==> src/rtl/ulp_wake_pkg.sv <==
package ulp_wake_pkg;
  localparam int NUM_SRC  = 3;
  localparam int SRC_AC   = 0;
  localparam int SRC_LID  = 1;
  localparam int SRC_PWRB = 2;
  localparam int ADDR_W   = 3;
  localparam int DATA_W   = 32;

  typedef enum logic [ADDR_W-1:0] {
    ADDR_CTRL     = 3'd0,
    ADDR_AC_THR   = 3'd1,
    ADDR_LID_THR  = 3'd2,
    ADDR_PWRB_THR = 3'd3,
    ADDR_STATUS   = 3'd4
  } reg_addr_e;
endpackage

==> src/rtl/ulp_debounce.sv <==
module ulp_debounce #(
  parameter int CNT_W = 16
) (
  input  logic             clk_i,
  input  logic             rst_ni,
  input  logic             en_i,
  input  logic             tick_i,
  input  logic             raw_i,
  input  logic [CNT_W-1:0] thr_i,
  output logic             filt_o,
  output logic             rise_o
);
  localparam logic [CNT_W-1:0] CNT_ONE = CNT_W'(1);
  localparam logic [CNT_W-1:0] CNT_MAX = '1;

  logic             cand_q, filt_q, rise_q;
  logic [CNT_W-1:0] cnt_q, cnt_nxt, need;
  logic             done;

  always_comb begin
    need = (thr_i == '0) ? CNT_ONE : thr_i;
    if (raw_i == cand_q) cnt_nxt = (cnt_q == CNT_MAX) ? cnt_q : cnt_q + CNT_ONE;
    else                 cnt_nxt = CNT_ONE;
    done = (raw_i != filt_q) && (cnt_nxt >= need);
  end

  always_ff @(posedge clk_i or negedge rst_ni) begin
    if (!rst_ni) begin
      cand_q <= 1'b0;
      filt_q <= 1'b0;
      rise_q <= 1'b0;
      cnt_q  <= '0;
    end else if (!en_i) begin
      cand_q <= 1'b0;
      filt_q <= 1'b0;
      rise_q <= 1'b0;
      cnt_q  <= '0;
    end else if (tick_i) begin
      cand_q <= raw_i;
      cnt_q  <= cnt_nxt;
      rise_q <= done && raw_i;
      if (done) filt_q <= raw_i;
    end else begin
      rise_q <= 1'b0;
    end
  end

  assign filt_o = filt_q;
  assign rise_o = rise_q;

  // sampling happens only on ticks
  a_r3_hold_without_tick: assert property (@(posedge clk_i) disable iff (!rst_ni)
    (en_i && !tick_i) |=> $stable(filt_q));
  // a sample equal to the output never moves it
  a_r3_match_keeps_level: assert property (@(posedge clk_i) disable iff (!rst_ni)
    (en_i && tick_i && (raw_i == filt_q)) |=> $stable(filt_q));
  // disabled filter sits at the inactive level
  a_r8_disable_clears: assert property (@(posedge clk_i) disable iff (!rst_ni)
    !en_i |=> (!filt_q && !rise_q && cnt_q == '0));
endmodule

==> src/rtl/ulp_wake_regs.sv <==
module ulp_wake_regs
  import ulp_wake_pkg::*;
#(
  parameter int CNT_W   = 16,
  parameter int RST_CNT = 4
) (
  input  logic                            clk_i,
  input  logic                            rst_ni,
  input  logic [ADDR_W-1:0]               addr_i,
  input  logic                            we_i,
  input  logic [DATA_W-1:0]               wdata_i,
  output logic [DATA_W-1:0]               rdata_o,
  input  logic                            set_i,
  output logic                            en_o,
  output logic [NUM_SRC-1:0][CNT_W-1:0]   thr_o,
  output logic                            status_o
);
  localparam logic [CNT_W-1:0] THR_RST = CNT_W'(RST_CNT);

  logic                          en_q, status_q, clr;
  logic [NUM_SRC-1:0][CNT_W-1:0] thr_q;

  always_ff @(posedge clk_i or negedge rst_ni) begin
    if (!rst_ni)                                      en_q <= 1'b0;
    else if (we_i && addr_i == ADDR_W'(ADDR_CTRL))    en_q <= wdata_i[0];
  end

  for (genvar g = 0; g < NUM_SRC; g++) begin : g_thr
    always_ff @(posedge clk_i or negedge rst_ni) begin
      if (!rst_ni)                                              thr_q[g] <= THR_RST;
      else if (we_i && addr_i == ADDR_W'(int'(ADDR_AC_THR) + g)) thr_q[g] <= wdata_i[CNT_W-1:0];
    end
  end

  assign clr = we_i && (addr_i == ADDR_W'(ADDR_STATUS)) && wdata_i[0];

  always_ff @(posedge clk_i or negedge rst_ni) begin
    if (!rst_ni) status_q <= 1'b0;
    else         status_q <= (status_q && !clr) || set_i;
  end

  always_comb begin
    rdata_o = '0;
    if (addr_i == ADDR_W'(ADDR_CTRL))   rdata_o[0] = en_q;
    if (addr_i == ADDR_W'(ADDR_STATUS)) rdata_o[0] = status_q;
    for (int i = 0; i < NUM_SRC; i++) begin
      if (addr_i == ADDR_W'(int'(ADDR_AC_THR) + i)) rdata_o = DATA_W'(thr_q[i]);
    end
  end

  assign en_o     = en_q;
  assign thr_o    = thr_q;
  assign status_o = status_q;

  // event is sticky until acknowledged
  a_r9_sticky: assert property (@(posedge clk_i) disable iff (!rst_ni)
    (status_q && !clr) |=> status_q);
  // acknowledge without a pending condition clears
  a_r9_w1c_clears: assert property (@(posedge clk_i) disable iff (!rst_ni)
    (clr && !set_i) |=> !status_q);
  // a pending condition wins over the acknowledge
  a_r9_set_wins: assert property (@(posedge clk_i) disable iff (!rst_ni)
    set_i |=> status_q);
endmodule

==> src/rtl/ulp_wake_detect.sv <==
module ulp_wake_detect
  import ulp_wake_pkg::*;
#(
  parameter int   CNT_W          = 16,
  parameter int   RST_CNT        = 4,
  parameter logic PWRB_PRESS_LVL = 1'b1
) (
  input  logic              clk_i,
  input  logic              rst_ni,
  input  logic              tick_i,
  input  logic              ac_present_i,
  input  logic              lid_open_i,
  input  logic              pwr_btn_i,
  input  logic [ADDR_W-1:0] reg_addr_i,
  input  logic              reg_we_i,
  input  logic [DATA_W-1:0] reg_wdata_i,
  output logic [DATA_W-1:0] reg_rdata_o,
  output logic              wake_o
);
  logic                          en, status, wake_set;
  logic [NUM_SRC-1:0][CNT_W-1:0] thr;
  logic [NUM_SRC-1:0]            act, filt, rise;

  // all filters work on active-high levels
  always_comb begin
    act           = '0;
    act[SRC_AC]   = ac_present_i;
    act[SRC_LID]  = lid_open_i;
    act[SRC_PWRB] = (pwr_btn_i == PWRB_PRESS_LVL);
  end

  ulp_wake_regs #(.CNT_W(CNT_W), .RST_CNT(RST_CNT)) i_regs (
    .clk_i    (clk_i),
    .rst_ni   (rst_ni),
    .addr_i   (reg_addr_i),
    .we_i     (reg_we_i),
    .wdata_i  (reg_wdata_i),
    .rdata_o  (reg_rdata_o),
    .set_i    (wake_set),
    .en_o     (en),
    .thr_o    (thr),
    .status_o (status)
  );

  for (genvar g = 0; g < NUM_SRC; g++) begin : g_deb
    ulp_debounce #(.CNT_W(CNT_W)) i_deb (
      .clk_i  (clk_i),
      .rst_ni (rst_ni),
      .en_i   (en),
      .tick_i (tick_i),
      .raw_i  (act[g]),
      .thr_i  (thr[g]),
      .filt_o (filt[g]),
      .rise_o (rise[g])
    );
  end

  // level wake for AC and lid, edge wake for the button
  assign wake_set = en && (filt[SRC_AC] || filt[SRC_LID] || rise[SRC_PWRB]);
  assign wake_o   = status;

  // nothing is latched while disabled
  a_r8_no_set_when_off: assert property (@(posedge clk_i) disable iff (!rst_ni)
    (!en && !status && !wake_set) |=> !wake_o);
  // a button event needs a filter edge, not a held level
  a_r7_button_edge_only: assert property (@(posedge clk_i) disable iff (!rst_ni)
    rise[SRC_PWRB] |=> !rise[SRC_PWRB]);
endmodule

==> config.mk <==
export PLATFORM = sky130hd
export DESIGN_NAME = ulp_wake_detect
export DESIGN_NICKNAME = d
export VERILOG_FILES = /design/src/rtl/ulp_wake_pkg.sv /design/src/rtl/ulp_debounce.sv /design/src/rtl/ulp_wake_regs.sv /design/src/rtl/ulp_wake_detect.sv
export SDC_FILE = /design/constraint.sdc
export NUM_CORES = 1
export LEC_CHECK = 0
export ABC_AREA = 1
export CAP_MARGIN = 20
export CORE_MARGIN = 5
export CORE_UTILIZATION = 35
export DETAILED_ROUTE_END_ITERATION = 8
export DONT_BUFFER_PORTS = 1
export PLACE_DENSITY = 0.45
export SETUP_SLACK_MARGIN = 0.3
export SLEW_MARGIN = 20
export SYNTH_ARGS = -nofsm -noshare
export SYNTH_HDL_FRONTEND = slang
export SYNTH_SLANG_ARGS = --single-unit
==> constraint.sdc <==
create_clock -name clk_i -period 6.4 [get_ports clk_i]
set_clock_uncertainty 0.2 [all_clocks]
set_input_delay 1.6 -clock clk_i [delete_from_list [all_inputs] [get_ports clk_i]]
set_output_delay 1.6 -clock clk_i [all_outputs]
set_load 0.005 [all_outputs]
==> results.md, run 1 <==
- Top Metal Used: met4
- EDFF count, synth: 0
- Most frequent cells in the layout: nand2_1, inv_1, dfrtp_1
- Number of library cell types mapped by synthesis: 45
- Crit path max-delay family: simple AND/OR/NAND/NOR gates
- Multi-input logic area: approximately 4000 um^2
- Die Ht: about 160 um
- Clk_lat worst skew: 0.36 ns
- ANT cells: 0
- CTS resizes: 0
- Area delta synth->final: 6.92%
- Top FF cell, synth: dfrtp_1
- Most common cell after layout, fill and taps aside: nand2_1
- Min cycle time layout: 4.64 ns
- First-pass GRT wire length: around 35 mm
- WP buf/inv: 1
- Crit share post-route: 0.724
- Total core area: 21000 um^2
- Slew of the pin with the lowest slew margin: approximately 1.0 ns
- FILL cells: 2231
- DRC violations left: 0
- Ys Warns: 0
- Sequential share of the synthesized area: 0.351
- RSZ-0062 raised after global routing: no
- CTS Buf Count: 9
- Mapped Cells: between 1000 and 1500
- Synthesized cell area: about 7500 um^2
- Max incr delay on CP: 0.55 ns
- Placer congestion estimate: roughly 0.8
- H-tree depth: 3
- Pins Over Slew Limit: 0
- Iter 0 DRT Violations: 401
- Top cells by area, synth: dfrtp_1, nand2_1, ha_1
- Cts hold-fix bufs: 0
- Worst Setup Path Type: in2out
- Sink Count: 105
- Max_slew headroom: 0.318
- Root Driver: clkbuf_16
- Largest area contributor in the netlist: dfrtp_1
- Tightest Hold Check Type: reg2reg
- Syn avg cell area: 7.26 um^2
- Count of final setup violators: 0
- GRT Overall Usage: 0.187
- Asr flop ratio synth: 1.00
- Post-Route Utilization: 0.381
- Final worst slack: 1.76 ns
- Cell chain of the critical path: inv_1 -> nor2_1 -> nand2_1 -> o221ai_1
- Routed WL per cell: 17.4 um
- Die width: 156 um
- PwrDens: 220 nW/um^2
- Vias: between 6000 and 7000
- IO Pins: 75
- Leakage: 0.00403 uW
- FF+latch count, synth: 105
- Antenna violations before repair: 0
- Routed wl met2: 10.1 mm
- PortBufs: 0
- Final nets: 1114
- Critical path launch point type: primary input
- Metal1 wirelength: 11.1 mm
- Post-route ant nets: 0
- Largest net degree at the start of global routing: 106
- Setup bufs post-CTS: 0
- Worst-path clk slew: 0.09 ns
- Final hold vios: 0
- Total congestion overflow: 0
- Dpl ws: 1.78 ns
- WP data required: 4.60 ns
- FF+latch area: between 2000 and 3000 um^2
- Top-area cell type share of the netlist area: 0.341
- CTS tree: built
- CP Capture Type: output port
- Sum Neg Setup Slack: 0 ns
- Clock Tree Buf Depth: 2
- Layout cells sized above 1: 0.0750
- Max Cap Violations: 0
- Hpwl dp: 17.0 mm
- TritonRoute pass-1 iters: 5
- Crit-path slowest cell: o221ai_1
- Met3 routed WL: 1.11 mm
- Crit Path Max Fanout: 16
- Via density: 4.97
- Final Routed Wirelength: roughly 23 mm
- Highest clock rate: 0.216 GHz
- Worst vdd ir: ~0.14 mV
- Starting Density: 0.356
- Status: finished clean
- Rows: 53
- Die area: ~24000 um^2
- Worst path arrival time: between 2 and 3 ns
- Worst hold slack: approximately 0.29 ns
- Vias in the first global route: 6174
[stage by stage]
stage                     cell area (um^2)  total power, uW  std cells
after floorplan                       7540             1050       1047
after global placement                7690             1180       1285
after detailed placement              7690             1180       1285
after CTS                             8000             1790       1301
after global routing                  8010             1870       1301
final                                 8010             1760       1301
[power by group]
part	switching [uW]	leakage, uW	internal (uW)
logic	244	0.00249	112
clock network	312	0.000153	286
registers	77.0	0.00139	732
[worst min-delay path: cells and delay by family (launching register included)]
family	cells	cell delay, ns
flops	1	0.35
compound gates	1	0.06
simple gates	1	0.05
[cell families after synthesis]
group,count (synthesis),synth area share
flip-flops,105,0.351
other,1,0.000501
AND/OR/NAND/NOR,462,0.279
buffers and inverters,220,0.121
adder cells (fa/ha/maj),51,0.0852
XOR/XNOR,22,0.0277
AO/OA/AOI/OAI,171,0.135
[worst paths after layout]
check	startpoint	to	slack [ns]	cells after the start
setup / recovery	reg_addr_i[1]	reg_rdata_o[13]	1.76	4
min in group asynchronous	rst_ni	g_deb[0].i_deb.cnt_q[7]	0.73	0
hold reg to reg	i_regs.thr_o[20]	i_regs.thr_o[20]	0.29	2
hold / removal	i_regs.thr_o[20]	i_regs.thr_o[20]	0.29	2
max in group asynchronous	rst_ni	i_regs.thr_o[18]	4.98	0
setup reg to reg	g_deb[0].i_deb.cnt_q[0]	g_deb[0].i_deb.filt_o	3.51	19
[registers in the layout (all words and copies together) (netlist names)]
signal / cells
i_regs.en_o: 1
g_deb.i_deb.filt_o: 3
g_deb.i_deb.cnt_q: 48
g_deb.i_deb.cand_q: 3
i_regs.thr_o: 48
i_regs.status_o: 1
g_deb.i_deb.rise_o: 1
[metal layers]
layer | vias up | track usage
met4 | 0 | 0.0446
met2 | 129 | 0.292
li1 | 3305 | -
met1 | 3019 | 0.269
met3 | 15 | 0.0371
met5 | - | 0
[synth_stat cells, types with 2 or more instances]
master / n
o21ai_0: 68
dfrtp_1: 102
and3_1: 2
nor2_4: 4
nand2_1: 277
o22ai_1: 11
nand3_2: 3
nand2_2: 6
and2_1: 3
inv_2: 9
nor2_1: 46
o221ai_1: 16
nand4_1: 32
nor3_2: 2
nor3_4: 2
nor4_1: 7
nor2_2: 8
nor3_1: 14
xor2_1: 15
a21oi_2: 10
nand3_1: 51
nand3b_1: 2
a31oi_1: 4
buf_2: 5
o21bai_1: 2
buf_4: 16
inv_1: 169
buf_6: 2
clkbuf_1: 19
a21oi_1: 28
xnor2_2: 2
dfstp_2: 3
xnor2_1: 5
o21ai_1: 26
ha_1: 51
[layout make-up]
class | count | share of cell area
multi-input combinational | 722 | 0.501
sequential | 105 | 0.329
inverter | 178 | 0.0835
tap | 275 | 0.0430
clock buffer | 9 | 0.0281
clock inverter | 7 | 0.0108
timing repair buffer | 5 | 0.00469
(Power assumes the default switching activity.)
==> inputs of run 2 (changes only) <==
--- a/config.mk
+++ b/config.mk
@@ -11,7 +11,7 @@
 export CORE_UTILIZATION = 35
 export DETAILED_ROUTE_END_ITERATION = 8
 export DONT_BUFFER_PORTS = 1
-export PLACE_DENSITY = 0.45
+export PLACE_DENSITY = 0.47
 export SETUP_SLACK_MARGIN = 0.3
 export SLEW_MARGIN = 20
 export SYNTH_ARGS = -nofsm -noshare
==> constraint.sdc (replaced) <==
create_clock -name clk_i -period 3.95 [get_ports clk_i]
set_clock_uncertainty 0.2 [all_clocks]
set_input_delay 0.9875 -clock clk_i [delete_from_list [all_inputs] [get_ports clk_i]]
set_output_delay 0.9875 -clock clk_i [all_outputs]
set_load 0.005 [all_outputs]
==> run 2 against run 1 <==
  * Non-clock buffer count grew 5
  * Total power grew 62%
  * Register-to-register slack lost 2.5 ns
  * Setup slack lost 1.0 ns
  * Core utilization grew 0.18 points
  * Sequential cell count is the same
  * Sequential share of layout area shrank 0.15 points
  * Clock power grew 63%
  * Via count grew 0.19%
  * Wire length shrank 1.8%
  * Highest routed layer unchanged
==> results.md, run 2 (synthesis results as in run 1) <==
- CP Capture Type: output port
- PortBufs: 0
- Hpwl dp: roughly 16 mm
- Final nets: 1119
- RSZ-0062 raised after global routing: no
- Min cycle time layout: 3.21 ns
- P_int: between 1500 and 2000 uW
- ANT cells: 0
- Final worst slack: 0.743 ns
- Dpl ws: 0.697 ns
- Pins Over Slew Limit: 0
- Layout cells sized above 1: 0.0786
- Setup bufs post-CTS: 0
- Sum Neg Setup Slack: 0 ns
- Antenna violations before repair: 0
- Clock Tree Buf Depth: 2
- Most frequent cells in the layout: nand2_1, inv_1, dfrtp_1
- CTS resizes: 0
- Switching power: 1020 uW
- Most common cell after layout, fill and taps aside: nand2_1
- Root Driver: clkbuf_16
- Sw Share: 0.358
- Slew of the pin with the lowest slew margin: 0.958 ns
- Crit Path Max Fanout: 16
- Vias in the first global route: 6412
- Worst-path clk slew: 0.08 ns
- FF+latch area: 2630 um^2
- IO Pins: 75
- Sequential share of power: 0.455
- Area of all placed cells without fillers: around 8000 um^2
- Post-Layout Cell Count: 1306
- Worst hold slack: approximately 0.12 ns
- Starting Density: 0.356
- Area delta synth->final: 7.42%
- Via density: 4.96
- WP data required: 2.76 ns
- Die width: 156 um
- Crit share post-route: 0.812
- Placed inst area: 7720 um^2
- CTS Buf Count: 9
- Inst Count DP: 1290
- Sink Count: approximately 110
- Multi-input logic area: between 4000 and 5000 um^2
- GRT Overall Usage: 0.189
- Vias: roughly 6500
- Max Cap Violations: 0
- Highest clock rate: 0.312 GHz
- Critical path launch point type: primary input
- Iter 0 DRT Violations: 343
- Worst vdd ir: 0.206 mV
- Clock share of power: 0.340
- Cts hold-fix bufs: 0
- Max_slew headroom: 0.360
- Worst path arrival time: 2.02 ns
- Total core area: 21000 um^2
- Final Routed Wirelength: 22.2 mm
- Total congestion overflow: 0
- Die area: 24400 um^2
- Count of final setup violators: 0
- DRC violations left: 0
- FILL cells: 2196
- Final hold vios: 0
- Tightest Hold Check Type: in2async
- Leakage: 0.00405 uW
- PwrDens: 355 nW/um^2
- Worst Setup Path Type: in2out
- Combinational Power Share: 0.205
- H-tree depth: 3
- Routed WL per cell: 17.0 um
- CTS tree: built
- Rows: 53
- Placer congestion estimate: 0.830
- Die Ht: 156 um
- First-pass GRT wire length: 36.1 mm
- Post-route ant nets: 0
- TritonRoute pass-1 iters: 4
- Largest net degree at the start of global routing: 106
- Clk_lat worst skew: 0.37 ns
- Status: finished clean
-- run 2: cell count changes in the layout (fill, tap and decap cells not counted) --
cell and delta:
inv_1 -1, nand3_1 +1, inv_2 +1, nand2_1 +1, nand3_2 -1, nand2_2 -1
buf_4 +5, inv_8 -3, clkinv_8 +2, inv_6 +1
-- run 2: worst paths after layout --
kind,from,end,slack [ns],cells after the start
hold reg to reg,i_regs.thr_o[22],i_regs.thr_o[22],0.29,2
setup / recovery,reg_addr_i[2],reg_rdata_o[10],0.74,5
min in group clk_i,i_regs.thr_o[22],i_regs.thr_o[22],0.29,2
hold / removal,rst_ni,g_deb[1].i_deb.cnt_q[7],0.12,0
setup reg to reg,g_deb[2].i_deb.cnt_q[0],g_deb[2].i_deb.filt_o,1.00,18
max in group asynchronous,rst_ni,i_regs.thr_o[18],3.08,0
-- run 2: routing by layer --
| layer | up-vias | global-route usage | part of all wire |
|---|---|---|---|
| li1 | 3328 | - | - |
| met1 | 3023 | 0.263 | 0.48 |
| met2 | 112 | 0.308 | 0.47 |
| met3 | 17 | 0.0357 | 0.043 |
| met4 | 0 | 0.0426 | 0.013 |
| met5 | - | 0 | 0 |
-- run 2: critical path, cell delays in order --
cell,delay [ns]
inv_2,0.06
nand2_1,0.08
nor2_1,0.13
inv_1,0.31
o221ai_1,0.45
-- run 2: power groups by stage --
stage / Clock, uW / Sequential [uW] / Combinational, uW
after CTS: 1010 / 1300 / 597
after global routing: 1040 / 1320 / 686
final: 972 / 1300 / 586
after global placement: 0 / 1320 / 591
after detailed placement: 0 / 1320 / 595
after floorplan: 0 / 1270 / 430
-- run 2: cell type report --
| class | count | area share |
|---|---|---|
| sequential | 105 | 0.327 |
| clock inverter | 7 | 0.0117 |
| tap | 275 | 0.0428 |
| inverter | 178 | 0.0831 |
| clock buffer | 9 | 0.0280 |
| timing repair buffer | 10 | 0.00933 |
| multi-input combinational | 722 | 0.498 |
-- run 2: metrics by stage --
| step | total power (uW) | util |
|---|---|---|
| after floorplan | 1700 | - |
| after CTS | 2900 | 0.383 |
| after global routing | 3050 | 0.383 |
| after detailed placement | 1910 | 0.367 |
| final | 2860 | 0.383 |
| after global placement | 1910 | 0.367 |
